<file path="config.mk">
export PLATFORM = sky130hd
export DESIGN_NAME = dwt_split_filter
export DESIGN_NICKNAME = d
export VERILOG_FILES = /design/src/rtl/dwt_split_pkg.sv /design/src/rtl/dwt_tap_window.sv /design/src/rtl/dwt_half_mac.sv /design/src/rtl/dwt_sum_stage.sv /design/src/rtl/dwt_split_filter.sv
export SDC_FILE = /design/constraint.sdc
export NUM_CORES = 1
export LEC_CHECK = 0
export BUFFER_PORTS_ARGS = -buffer_cell sky130_fd_sc_hd__clkbuf_2
export CAP_MARGIN = 20
export CORE_UTILIZATION = 35
export DETAILED_ROUTE_END_ITERATION = 12
export PLACE_DENSITY_LB_ADDON = 0.3
export SETUP_SLACK_MARGIN = 0.3
export SLEW_MARGIN = 30
export SYNTH_ARGS = -nofsm -noshare
export SYNTH_HDL_FRONTEND = slang
export SYNTH_SLANG_ARGS = --single-unit
export TNS_END_PERCENT = 10
</file>
<file path="constraint.sdc">
create_clock -name clk -period 9.5 [get_ports clk]
set_input_delay 2.375 -clock clk [delete_from_list [all_inputs] [get_ports clk]]
set_output_delay 2.375 -clock clk [all_outputs]
set_load 0.02 [all_outputs]
</file>
<file path="src/rtl/dwt_split_pkg.sv">
package dwt_split_pkg;
  typedef enum logic {
    BAND_LOW  = 1'b0,
    BAND_HIGH = 1'b1
  } band_e;

  typedef enum int {
    LANE_EVEN = 0,
    LANE_ODD  = 1
  } lane_e;
endpackage

</file>
<file path="src/rtl/dwt_tap_window.sv">
module dwt_tap_window #(
  parameter int W     = 8,
  parameter int DEPTH = 3
) (
  input  logic                      clk,
  input  logic                      rst_n,
  input  logic                      shift,
  input  logic [W-1:0]              din,
  output logic [DEPTH-1:0][W-1:0]   taps
);
  // taps[DEPTH-1] is the incoming sample, lower indices are older samples
  logic [DEPTH-2:0][W-1:0] hist;

  always_comb begin
    taps[DEPTH-1] = din;
    for (int j = 0; j < DEPTH-1; j++) taps[j] = hist[j];
  end

  always_ff @(posedge clk) begin
    if (!rst_n) begin
      hist <= '0;
    end else if (shift) begin
      for (int j = 0; j < DEPTH-1; j++) hist[j] <= taps[j+1];
    end
  end

  // an idle cycle leaves the history untouched
  assert_window_hold_R5: assert property (@(posedge clk) disable iff (!rst_n)
    !shift |=> $stable(hist));
endmodule

</file>
<file path="src/rtl/dwt_half_mac.sv">
module dwt_half_mac #(
  parameter int SW = 8,
  parameter int CW = 8,
  parameter int OW = 19,
  parameter int N  = 3
) (
  input  logic [N-1:0][SW-1:0] samp,
  input  logic [N-1:0][CW-1:0] cf,
  input  logic                 neg,
  output logic signed [OW-1:0] psum
);
  function automatic logic signed [OW-1:0] tap_product(
    input logic signed [SW-1:0] s,
    input logic signed [CW-1:0] c
  );
    logic signed [OW-1:0] se;
    logic signed [OW-1:0] ce;
    se = OW'(s);
    ce = OW'(c);
    return se * ce;
  endfunction

  always_comb begin
    logic signed [OW-1:0] acc;
    logic signed [OW-1:0] term;
    acc = '0;
    for (int j = 0; j < N; j++) begin
      term = tap_product(signed'(samp[j]), signed'(cf[j]));
      acc  = neg ? (acc - term) : (acc + term);
    end
    psum = acc;
  end
endmodule

</file>
<file path="src/rtl/dwt_sum_stage.sv">
module dwt_sum_stage #(
  parameter int OW = 19
) (
  input  logic                 clk,
  input  logic                 rst_n,
  input  logic                 in_valid,
  input  logic signed [OW-1:0] ev_sum,
  input  logic signed [OW-1:0] od_sum,
  output logic                 out_valid,
  output logic signed [OW-1:0] out_data
);
  logic signed [OW-1:0] ev_q;
  logic signed [OW-1:0] od_q;
  logic                 v_q;

  always_ff @(posedge clk) begin
    if (!rst_n) begin
      ev_q      <= '0;
      od_q      <= '0;
      v_q       <= 1'b0;
      out_valid <= 1'b0;
      out_data  <= '0;
    end else begin
      v_q       <= in_valid;
      out_valid <= v_q;
      if (in_valid) begin
        ev_q <= ev_sum;
        od_q <= od_sum;
      end
      if (v_q) out_data <= ev_q + od_q;
    end
  end

  // half sums registered one edge after acceptance
  assert_stage_valid_R2: assert property (@(posedge clk) disable iff (!rst_n)
    in_valid |=> v_q);
  // no new result means the output word is held
  assert_output_hold_R6: assert property (@(posedge clk) disable iff (!rst_n)
    !v_q |=> (!out_valid && $stable(out_data)));
endmodule

</file>
<file path="src/rtl/dwt_split_filter.sv">
module dwt_split_filter
  import dwt_split_pkg::*;
#(
  parameter int SW   = 8,
  parameter int CW   = 8,
  parameter int TAPS = 6,
  localparam int HALF = TAPS / 2,
  localparam int OW   = SW + CW + $clog2(TAPS)
) (
  input  logic                 clk,
  input  logic                 rst_n,
  input  logic                 in_valid,
  input  logic [SW-1:0]        in_even,
  input  logic [SW-1:0]        in_odd,
  input  logic                 hp_sel,
  input  logic [TAPS*CW-1:0]   coef_flat,
  output logic                 out_valid,
  output logic [OW-1:0]        out_data
);
  band_e band;
  assign band = band_e'(hp_sel);

  logic [HALF-1:0][SW-1:0] lane_taps [2];
  logic [HALF-1:0][CW-1:0] lane_cf   [2];
  logic signed [OW-1:0]    lane_sum  [2];
  logic signed [OW-1:0]    sum_out;

  // tap i = 2j+lane goes to position j of that lane
  always_comb begin
    for (int j = 0; j < HALF; j++) begin
      lane_cf[LANE_EVEN][j] = coef_flat[(2*j)*CW +: CW];
      lane_cf[LANE_ODD][j]  = coef_flat[(2*j+1)*CW +: CW];
    end
  end

  for (genvar g = 0; g < 2; g++) begin : g_lane
    dwt_tap_window #(.W(SW), .DEPTH(HALF)) u_win (
      .clk   (clk),
      .rst_n (rst_n),
      .shift (in_valid),
      .din   ((g == LANE_EVEN) ? in_even : in_odd),
      .taps  (lane_taps[g])
    );

    dwt_half_mac #(.SW(SW), .CW(CW), .OW(OW), .N(HALF)) u_mac (
      .samp (lane_taps[g]),
      .cf   (lane_cf[g]),
      .neg  ((g == LANE_EVEN) && (band == BAND_HIGH)),
      .psum (lane_sum[g])
    );
  end

  dwt_sum_stage #(.OW(OW)) u_sum (
    .clk       (clk),
    .rst_n     (rst_n),
    .in_valid  (in_valid),
    .ev_sum    (lane_sum[LANE_EVEN]),
    .od_sum    (lane_sum[LANE_ODD]),
    .out_valid (out_valid),
    .out_data  (sum_out)
  );

  assign out_data = sum_out;

  // a result appears two edges after a pair is taken
  assert_latency_R2: assert property (@(posedge clk) disable iff (!rst_n)
    in_valid |=> ##1 out_valid);
  // no result without a pair two edges earlier
  assert_no_spurious_R2: assert property (@(posedge clk) disable iff (!rst_n)
    !in_valid |=> ##1 !out_valid);
endmodule

</file>
==> flow_metrics.py, run 1 <==
metrics = {
    "run_status": {
        "result_of_the_run": "completed",
    },
    "floorplan": {
        "floorplan_core_area_mm2": 0.06297,
        "initial_utilization_pct": 35.31,
        "core.rowCount": 92,
        "floorplan.die_area_mm2": 0.06454,
        "floorplan.die.height_um": 254.0,
        "io-pin-count": 88,
        "die_width_um": 254.0,
    },
    "sta": {
        "hold_viol_final": 0,
        "clock-skew-final_ns": 0.01870,
        "timing.max_slew.rel_slack_pct": 40.23,
        "finalWorstSetupSlack_ns": 0.4582,
        "setup_viol_count_final": 0,
        "timing_max_transition_violations_final": 0,
        "worst_slew_pin_slew_ns": 0.8965,
        "ratio_of_final_minimum_period_to_clock_period_pct": 95.18,
        "max_clock_freq_mhz": 110.6,
        "rsz0062_at_grt": "no",
        "period_needed_ns": 9.042,
    },
    "logic_synthesis": {
        "yosysWarnings": 0,
        "synth-edff-count": 0,
        "synthesis.instances": 2569,
        "seq_area_frac_synth_pct": 8.194,
        "ys_async_sr_fraction_pct": 0,
        "synth-main-ff-cell": "sky130_fd_sc_hd__dfxtp_1",
        "syn_avg_cell_area_um2": 8.655,
        "synth_seq_cells": 91,
        "synthDistinctLibCells": 69,
        "synthesis.area_mm2": 0.02223,
        "synth_fp_nets": 3234,
    },
    "cts": {
        "cts.sinks": 91,
        "cts.path.max_buffers": 2,
        "cts_max_level": 3,
        "cts_inserted_buffers": 9,
        "ctsRootBufferMaster": "sky130_fd_sc_hd__clkbuf_16",
        "path_clk_slew_ns": 0.09,
        "worstSkewPairLatency_ns": 0.39,
        "tritoncts_clock_tree": "done",
    },
    "worst_setup_path": {
        "critical_path_arrival_ns": 9.29,
        "critPathBufInv": 7,
        "worstReg2RegStart": "g_lane[0].u_win.taps[7]",
        "crit_type": "input port to flop",
        "critical_path_required_ns": 9.75,
        "critical_path.reg2reg.endpoint": "u_sum.ev_q[18]",
        "worstSetupEndpointType": "flop",
        "crit_path_max_fanout": 8,
        "crit_path_max_incr_delay_ns": 0.53,
        "cpLargestDelayFamily": "adder cells",
        "cp.depth": 33,
        "critical_path_source_type": "input port",
        "register_to_register_setup_slack_ns": 2.03,
        "crit_path_top_delay_cell": "sky130_fd_sc_hd__fa_1",
        "worstRegToRegCells": 27,
    },
    "worst_hold_path": {
        "hold_path_end": "u_sum.out_data[17]",
        "worstHoldStart": "u_sum.out_data[17]",
        "worst_hold_path.num_cells": 2,
        "hp-class": "flop to flop",
    },
    "detailed_routing": {
        "wirelength_um": 51750,
        "drt_first_iter_violations": 695,
        "vias_per_cell": 4.738,
        "ant_nets": 0,
        "remaining_drc_errors": 0,
        "wl_per_cell_um": 14.74,
        "top_layer_reached_by_signal_wires": "met4",
        "routed-via-count": 16630,
        "drt_pre_antenna_iters": 5,
        "wirelength_met1_um": 24060,
        "met2RoutedLength_um": 25100,
        "met3WireLength_um": 1548,
    },
    "place": {
        "port-buffer-count": 87,
        "worst_case_setup_slack_after_placement_ns": -0.02706,
        "place.gp.congestion": 0.8967,
        "hpwlAfterDp_um": 43930,
    },
    "job": {
        "timing.max_cap.violations": 0,
    },
    "global_route": {
        "global_route_wire_length_before_repair_um": 87640,
        "grt_pass1_vias": 17660,
        "globalRoute.totalOverflow": 0,
        "largest_net_degree_at_the_start_of_global_routing": 73,
        "grt_antenna_before_repair": 0,
        "globalRouteTotalUtil_pct": 16.83,
    },
    "finish": {
        "fin_nets": 3324,
        "final-seq-area_mm2": 0.001823,
        "fraction_of_layout_instances_using_a_drive_strength_above_1_pct": 8.146,
        "fillCellCount": 6371,
        "utilization_pct": 38.79,
        "area_used_by_multi_input_combinational_logic_mm2": 0.01853,
        "antenna-diode-count": 0,
        "flow.area_growth_from_synthesis_pct": 9.865,
        "layout_common_cells": "536 x sky130_fd_sc_hd__inv_1, 347 x sky130_fd_sc_hd__fa_1, 250 x sky130_fd_sc_hd__and2_1, 238 x sky130_fd_sc_hd__ha_1, 153 x sky130_fd_sc_hd__nor2_1",
        "mostFrequentLayoutCell": "sky130_fd_sc_hd__inv_1",
    },
}
-- sequential cells by signal, summed over array words and instances, names as in the netlist --
signal,cells
g_lane.u_win.taps,32
u_sum.ev_q,19
u_sum.od_q,19
u_sum.out_data,19
u_sum.out_valid,1
u_sum.v_q,1
-- tightest hold or removal path: stages (launching register included) --
cell and delay, ns:
sky130_fd_sc_hd__dfxtp_1 0.31, sky130_fd_sc_hd__nand2b_1 0.06, sky130_fd_sc_hd__a21oi_1 0.05
-- layout make-up --
type	instances	share of cell area, %
clock inverters	7	0.2920
inverters	541	8.313
well taps	846	4.333
clock buffers	9	0.9220
multi-input cells	1895	75.84
repair buffers	121	2.838
flip-flops and latches	91	7.463
-- through the flow --
step | TNS, ns | hold slack (ns) | area, um2 | std cells
final | 0 | 0.4756 | 24430 | 3510
after global routing | 0 | 0.4986 | 24430 | 3510
after CTS | 0 | 0.4750 | 24000 | 3493
after detailed placement | -0.02706 | 0.4626 | 23700 | 3477
after global placement | 0 | 0.4635 | 23700 | 3477
after floorplan | 0 | 0.4447 | 22230 | 2569
-- cells by family after synthesis --
group	synth area share, %
muxes	3.219
adders and majority gates	45.41
and+or+nand+nor	17.34
xor gates and xnor gates	7.451
AOI/OAI and AO/OA	8.537
buffers and inverters	9.842
DFF	8.194
-- worst max-delay path by stage --
stage / from / to / slack, ns
floorplan: coef_flat[18] / u_sum.ev_q[18] / 0.60
global placement: coef_flat[0] / u_sum.ev_q[18] / 0.09
detailed placement: coef_flat[0] / u_sum.ev_q[18] / -0.03
CTS: coef_flat[0] / u_sum.ev_q[18] / 0.36
global route: coef_flat[17] / u_sum.ev_q[18] / 0.21
finish: coef_flat[17] / u_sum.ev_q[18] / 0.46
-- synthesized netlist by cell type (5+ instances only) --
cell / number / area, um2
sky130_fd_sc_hd__nor2_1: 155 / 581.8
sky130_fd_sc_hd__o31ai_1: 7 / 52.55
sky130_fd_sc_hd__a31oi_1: 12 / 75.07
sky130_fd_sc_hd__a21oi_1: 110 / 550.5
sky130_fd_sc_hd__xnor2_1: 140 / 1226
sky130_fd_sc_hd__inv_1: 539 / 2023
sky130_fd_sc_hd__o211ai_1: 5 / 37.54
sky130_fd_sc_hd__o21ai_1: 5 / 25.02
sky130_fd_sc_hd__and2_1: 256 / 1602
sky130_fd_sc_hd__clkbuf_1: 35 / 131.4
sky130_fd_sc_hd__o21ai_0: 61 / 305.3
sky130_fd_sc_hd__o21a_1: 19 / 142.6
sky130_fd_sc_hd__a211oi_1: 11 / 82.58
sky130_fd_sc_hd__nor4_1: 5 / 31.28
sky130_fd_sc_hd__nor2b_1: 36 / 225.2
sky130_fd_sc_hd__nor3_1: 31 / 155.2
sky130_fd_sc_hd__nand3_1: 22 / 110.1
sky130_fd_sc_hd__xor2_1: 42 / 367.9
sky130_fd_sc_hd__mux2i_1: 67 / 670.6
sky130_fd_sc_hd__a21o_1: 14 / 105.1
sky130_fd_sc_hd__o21bai_1: 12 / 90.09
sky130_fd_sc_hd__a21boi_0: 11 / 82.58
sky130_fd_sc_hd__nand2_1: 147 / 551.8
sky130_fd_sc_hd__buf_1: 7 / 26.28
sky130_fd_sc_hd__and3_1: 7 / 43.79
sky130_fd_sc_hd__dfxtp_1: 91 / 1822
sky130_fd_sc_hd__nand2b_1: 44 / 275.3
sky130_fd_sc_hd__nand3b_1: 5 / 37.54
sky130_fd_sc_hd__fa_1: 350 / 7007
sky130_fd_sc_hd__or3_1: 11 / 68.82
sky130_fd_sc_hd__ha_1: 247 / 3090
-- routing by layer --
metal | global-route usage [%] | vias to the layer above
met5 | 0 | -
met2 | 29.47 | 243
met3 | 2.018 | 61
met1 | 22.04 | 8125
met4 | 3.683 | 0
li1 | - | 8200
-- repair_timing --
item                       4_1_cts  5_1_grt
hold buffers                     0        0
setup endpoints to repair        0        3
resized for setup                0       74
setup buffers                    0       17
Power of run 1 is not shown: default switching activity piles up to over one toggle a cycle in this logic, so the estimate is an artifact.
==> run 2, diff against run 1 <==
--- a/config.mk
+++ b/config.mk
@@ -5,6 +5,7 @@
 export SDC_FILE = /design/constraint.sdc
 export NUM_CORES = 1
 export LEC_CHECK = 0
+export ABC_AREA = 1
 export BUFFER_PORTS_ARGS = -buffer_cell sky130_fd_sc_hd__clkbuf_2
 export CAP_MARGIN = 20
 export CORE_UTILIZATION = 35
==> flow_metrics.py, run 2 <==
metrics = {
    "logic_synthesis": {
        "synthDistinctLibCells": 52,
        "ys_async_sr_fraction_pct": 0,
        "synthMostInstantiatedCell": "sky130_fd_sc_hd__inv_1",
        "synth-edff-count": 0,
        "post-synth-top-area-cell": "sky130_fd_sc_hd__fa_1",
        "netlist_top_cells_area": "sky130_fd_sc_hd__fa_1 29%, sky130_fd_sc_hd__inv_1 15%, sky130_fd_sc_hd__ha_1 13%, sky130_fd_sc_hd__nand2_1 11%, sky130_fd_sc_hd__dfxtp_1 7.5%",
        "synth-main-ff-cell": "sky130_fd_sc_hd__dfxtp_1",
        "synth_seq_cells": 91,
        "syn_avg_cell_area_um2": 7.011,
        "seq_area_frac_synth_pct": 7.512,
        "synthesis.area_mm2": 0.02425,
        "yosysWarnings": 0,
        "synth_fp_nets": 4124,
        "synthesis.instances": 3459,
        "synth_top_area_share_pct": 28.89,
        "synth.top_cells.by_count": "976 x sky130_fd_sc_hd__inv_1, 695 x sky130_fd_sc_hd__nand2_1, 350 x sky130_fd_sc_hd__fa_1",
    },
    "sta": {
        "max_clock_freq_mhz": 113.9,
        "rsz0062_at_grt": "no",
        "hold_viol_final": 0,
        "worst_slew_pin_slew_ns": 0.7386,
        "holdWs_ns": 0.4850,
        "period_needed_ns": 8.778,
        "setup_viol_count_final": 0,
        "timing.max_slew.rel_slack_pct": 50.76,
        "finalWorstSetupSlack_ns": 0.7219,
        "ratio_of_final_minimum_period_to_clock_period_pct": 92.40,
        "tns_ns": 0,
        "clock-skew-final_ns": 0.01116,
        "timing_max_transition_violations_final": 0,
    },
    "detailed_routing": {
        "routed-via-count": 19800,
        "drt_pre_antenna_iters": 5,
        "drt_first_iter_violations": 988,
        "vias_per_cell": 4.503,
        "ant_nets": 0,
        "remaining_drc_errors": 0,
        "wl_per_cell_um": 13.19,
        "wirelength_um": 58010,
    },
    "floorplan": {
        "initial_utilization_pct": 35.36,
        "floorplan_core_area_mm2": 0.06859,
        "floorplan.die.height_um": 265.2,
        "die_width_um": 265.2,
        "floorplan.die_area_mm2": 0.07034,
        "core.rowCount": 96,
        "io-pin-count": 88,
    },
    "worst_setup_path": {
        "crit_path_max_fanout": 5,
        "crit_type": "input port to flop",
        "crit_path_max_incr_delay_ns": 0.49,
        "worst_path_most_repeated_cell": "sky130_fd_sc_hd__inv_1",
        "critical_path_required_ns": 9.80,
        "critical_path_arrival_ns": 9.07,
        "worstSetupEndpointType": "flop",
        "worstReg2RegStart": "g_lane[0].u_win.taps[15]",
        "worstSetupStartpoint": "coef_flat[23]",
        "crit_path_top_delay_cell": "sky130_fd_sc_hd__fa_1",
        "critical_path_source_type": "input port",
    },
    "place": {
        "place.gp.congestion": 0.8812,
        "worst_case_setup_slack_after_placement_ns": 0.07772,
        "dp_cells": 4369,
        "port-buffer-count": 87,
        "hpwlAfterDp_um": 48950,
    },
    "finish": {
        "largest_register_ffs": 32,
        "fraction_of_layout_instances_using_a_drive_strength_above_1_pct": 7.561,
        "flow.area_growth_from_synthesis_pct": 7.801,
        "fillCellCount": 7342,
        "layout_common_cells": "969 x sky130_fd_sc_hd__inv_1, 689 x sky130_fd_sc_hd__nand2_1, 346 x sky130_fd_sc_hd__fa_1, 244 x sky130_fd_sc_hd__nor2_1, 234 x sky130_fd_sc_hd__ha_1",
        "final-seq-area_mm2": 0.001822,
        "mostFrequentLayoutCell": "sky130_fd_sc_hd__inv_1",
        "area_used_by_multi_input_combinational_logic_mm2": 0.01853,
        "fin_nets": 4125,
        "instances_no_fill": 4397,
    },
    "run_status": {
        "result_of_the_run": "completed",
    },
    "global_route": {
        "globalRoute.totalOverflow": 0,
        "global_route_wire_length_before_repair_um": 98880,
        "grt_pass1_vias": 19690,
        "globalRouteTotalUtil_pct": 17.32,
        "grt_antenna_before_repair": 4,
        "largest_net_degree_at_the_start_of_global_routing": 61,
    },
    "cts": {
        "path_clk_slew_ns": 0.08,
        "worstSkewPairLatency_ns": 0.39,
        "cts_inserted_buffers": 9,
        "cts.sinks": 91,
        "cts.path.max_buffers": 2,
        "tritoncts_clock_tree": "done",
        "cts_max_level": 3,
        "ctsRootBufferMaster": "sky130_fd_sc_hd__clkbuf_16",
    },
    "job": {
        "timing.max_cap.violations": 0,
    },
    "worst_hold_path": {
        "worstHoldStart": "u_sum.od_q[18]",
        "hp-class": "flop to flop",
    },
}
[run 2: cell types whose count changed in the layout (fill, tap and decap cells not counted), sizes merged, moves of 33 or more]
cell,change
nor2,+103
nor2b,-36
o21ai,+74
xnor2,-82
mux2i,-67
nand2,+567
inv,+436
and2,-254
nand3,+82
nand2b,-44
a21oi,+33
xor2,+53
[run 2: metal layers]
| metal | GRT usage, % | up-vias | share of wire (%) |
|---|---|---|---|
| met4 | 2.984 | 4 | 1.2 |
| li1 | - | 10190 | - |
| met3 | 2.018 | 38 | 4.4 |
| met5 | 0 | - | 0.040 |
| met1 | 24.39 | 9239 | 49 |
| met2 | 28.74 | 324 | 46 |
[run 2: stage by stage]
step | instance area, um2 | util, %
floorplan | 24250 | -
global route | 26140 | 38.11
detailed placement | 25480 | 37.15
finish | 26140 | 38.12
CTS | 25790 | 37.60
global placement | 25480 | 37.15
[run 2: path summary, 6_finish.rpt]
check	depth (start not counted)	slack, ns	to
worst max-delay path	44	0.72	u_sum.ev_q[18]
worst min-delay path	2	0.49	u_sum.od_q[18]
worst max register to register	33	2.22	u_sum.ev_q[18]
worst min register to register	2	0.49	u_sum.od_q[18]
[run 2: final cells by class]
type	count	area share (%)
clock buffers	9	0.8615
repair buffers	114	2.441
multi-input cells	2265	70.89
flip-flops and latches	91	6.969
well taps	931	4.456
clock inverters	7	0.3111
inverters	979	14.06
diodes	1	0.009572
[run 2: logic make-up (layout without fill, tap and decap cells)]
family,after synthesis,in the layout,share of synthesized area (%)
AO/OA/AOI/OAI,350,350,8.075
XOR/XNOR,154,154,5.593
adder cells (fa/ha/maj),597,597,41.64
buffers and inverters,1103,1109,17.18
flip-flops,91,91,7.512
other,0,1,0
AND/OR/NAND/NOR,1164,1164,20.00
[run 2: critical path, delay by kind of cell]
kind	cells	cell delay [ns]
fa+ha+maj	7	2.75
buf+inv	12	0.92
xor+xnor	3	0.51
simple gates	19	2.13
compound gates	3	0.41
[run 2: repair_timing]
item,4_1_cts,5_1_grt
hold buffers,0,0
buffers inserted,0,11
gates resized for setup,0,68
setup endpoints to repair,0,2
Power of run 2 is left out for the same reason.
==> run 3, diff against run 2 <==
==> constraint.sdc (replaced) <==
create_clock -name clk -period 11.37 [get_ports clk]
set_input_delay 2.8425 -clock clk [delete_from_list [all_inputs] [get_ports clk]]
set_output_delay 2.8425 -clock clk [all_outputs]
set_load 0.02 [all_outputs]
==> flow_metrics.py, run 3 (synthesis gave the netlist of run 2 again) <==
metrics = {
    "cts": {
        "worstSkewPairLatency_ns": 0.39,
        "cts_post_setup_buffers_inserted": 0,
        "cts_inserted_buffers": 9,
        "tritoncts_clock_tree": "done",
        "cts-resized-gates": 0,
        "cts_max_level": 3,
        "cts-hold-fix-buffers": 0,
        "path_clk_slew_ns": 0.09,
        "ctsRootBufferMaster": "sky130_fd_sc_hd__clkbuf_16",
        "cts.sinks": 91,
        "cts.path.max_buffers": 2,
    },
    "worst_setup_path": {
        "critical_path_arrival_ns": 10.15,
        "critical_path_source_type": "input port",
        "crit_path_top_delay_cell": "sky130_fd_sc_hd__fa_1",
        "crit_path_max_fanout": 8,
        "crit_type": "input port to flop",
        "critical_path_required_ns": 11.67,
        "worstSetupEndpointType": "flop",
        "crit_path_max_incr_delay_ns": 0.49,
    },
    "sta": {
        "tns_ns": 0,
        "holdWs_ns": 0.4791,
        "setup_viol_count_final": 0,
        "period_needed_ns": 9.857,
        "ratio_of_final_minimum_period_to_clock_period_pct": 86.69,
        "timing_max_transition_violations_final": 0,
        "worst_slew_pin_slew_ns": 0.8508,
        "max_clock_freq_mhz": 101.5,
        "rsz0062_at_grt": "no",
        "clock-skew-final_ns": 0.01627,
        "timing.max_slew.rel_slack_pct": 43.28,
        "hold_viol_final": 0,
    },
    "finish": {
        "layout_common_cells": "975 x sky130_fd_sc_hd__inv_1, 695 x sky130_fd_sc_hd__nand2_1, 350 x sky130_fd_sc_hd__fa_1, 248 x sky130_fd_sc_hd__nor2_1, 247 x sky130_fd_sc_hd__ha_1",
        "fraction_of_layout_instances_using_a_drive_strength_above_1_pct": 5.462,
        "mostFrequentLayoutCell": "sky130_fd_sc_hd__inv_1",
        "fin_nets": 4102,
        "largest_register_ffs": 32,
        "flow.area_growth_from_synthesis_pct": 5.964,
        "antenna-diode-count": 0,
    },
    "floorplan": {
        "io-pin-count": 88,
        "die_width_um": 265.2,
        "initial_utilization_pct": 35.36,
        "floorplan.die.height_um": 265.2,
        "floorplan.die_area_mm2": 0.07034,
        "core.rowCount": 96,
        "floorplan_core_area_mm2": 0.06859,
    },
    "detailed_routing": {
        "remaining_drc_errors": 0,
        "vias_per_cell": 4.500,
        "ant_nets": 0,
        "wl_per_cell_um": 13.27,
        "drt_first_iter_violations": 1207,
        "wirelength_um": 58010,
        "routed-via-count": 19680,
        "drt_pre_antenna_iters": 6,
    },
    "place": {
        "hpwlAfterDp_um": 49020,
        "port-buffer-count": 87,
        "place.gp.congestion": 0.9035,
    },
    "global_route": {
        "global_route_wire_length_before_repair_um": 99390,
        "largest_net_degree_at_the_start_of_global_routing": 79,
        "grt_antenna_before_repair": 2,
        "globalRouteTotalUtil_pct": 17.30,
        "grt_pass1_vias": 19790,
        "globalRoute.totalOverflow": 0,
    },
    "job": {
        "timing.max_cap.violations": 0,
    },
    "run_status": {
        "result_of_the_run": "completed",
    },
    "worst_hold_path": {
        "hp-class": "flop to flop",
    },
}
-- run 3: cell count changes in the layout (fill, tap and decap cells not counted), moves of 5 or more --
cell	before	now
sky130_fd_sc_hd__a21oi_1	135	140
sky130_fd_sc_hd__nand2_1	689	695
sky130_fd_sc_hd__buf_4	27	4
sky130_fd_sc_hd__ha_1	234	247
sky130_fd_sc_hd__ha_2	7	0
sky130_fd_sc_hd__ha_4	6	0
sky130_fd_sc_hd__inv_2	9	3
sky130_fd_sc_hd__inv_1	969	975
sky130_fd_sc_hd__nand2_2	25	19
-- run 3: worst max-delay path, delay by kind of cell --
| family | cells | cell delay [ns] |
|---|---|---|
| compound gates | 5 | 1.06 |
| xor+xnor | 3 | 0.48 |
| simple gates | 16 | 2.07 |
| fa+ha+maj | 7 | 2.99 |
| buf+inv | 10 | 0.73 |
-- run 3: final timing paths --
check / endpoint / startpoint / depth (start not counted) / slack [ns]
worst max-delay path: u_sum.ev_q[18] / coef_flat[23] / 41 / 1.51
worst min-delay path: u_sum.od_q[18] / u_sum.od_q[18] / 2 / 0.48
worst min register to register: u_sum.od_q[18] / u_sum.od_q[18] / 2 / 0.48
worst max register to register: u_sum.ev_q[18] / g_lane[0].u_win.taps[10] / 39 / 3.56
-- run 3: layout make-up --
type	instances	area (um2)
Fill cell	7411	42890
Tap cell	931	1165
Multi-Input combinational cell	2265	18260
Clock buffer	9	225.2
Clock inverter	7	81.33
Inverter	979	3676
Sequential cell	91	1822
Timing Repair Buffer	91	465.4
-- run 3: stage by stage --
step / instances / setup WS [ns] / instance area (um2) / util [%]
after floorplan: 3459 / 1.838 / 24250 / -
after global placement: 4357 / 1.257 / 25390 / 37.02
after detailed placement: 4357 / 1.132 / 25390 / 37.02
after CTS: 4373 / 1.535 / 25700 / 37.47
after global routing: 4373 / 0.8168 / 25700 / 37.47
final: 4373 / 1.513 / 25700 / 37.47
-- run 3: per-layer routing --
metal	up-vias	share of wire (%)	GRT usage (%)
met5	-	0.024	0
met4	2	0.97	2.265
met3	28	3.2	1.898
met2	273	46	28.96
met1	9227	50	24.50
li1	10150	-	-
Power of run 3 is left out for the same reason.
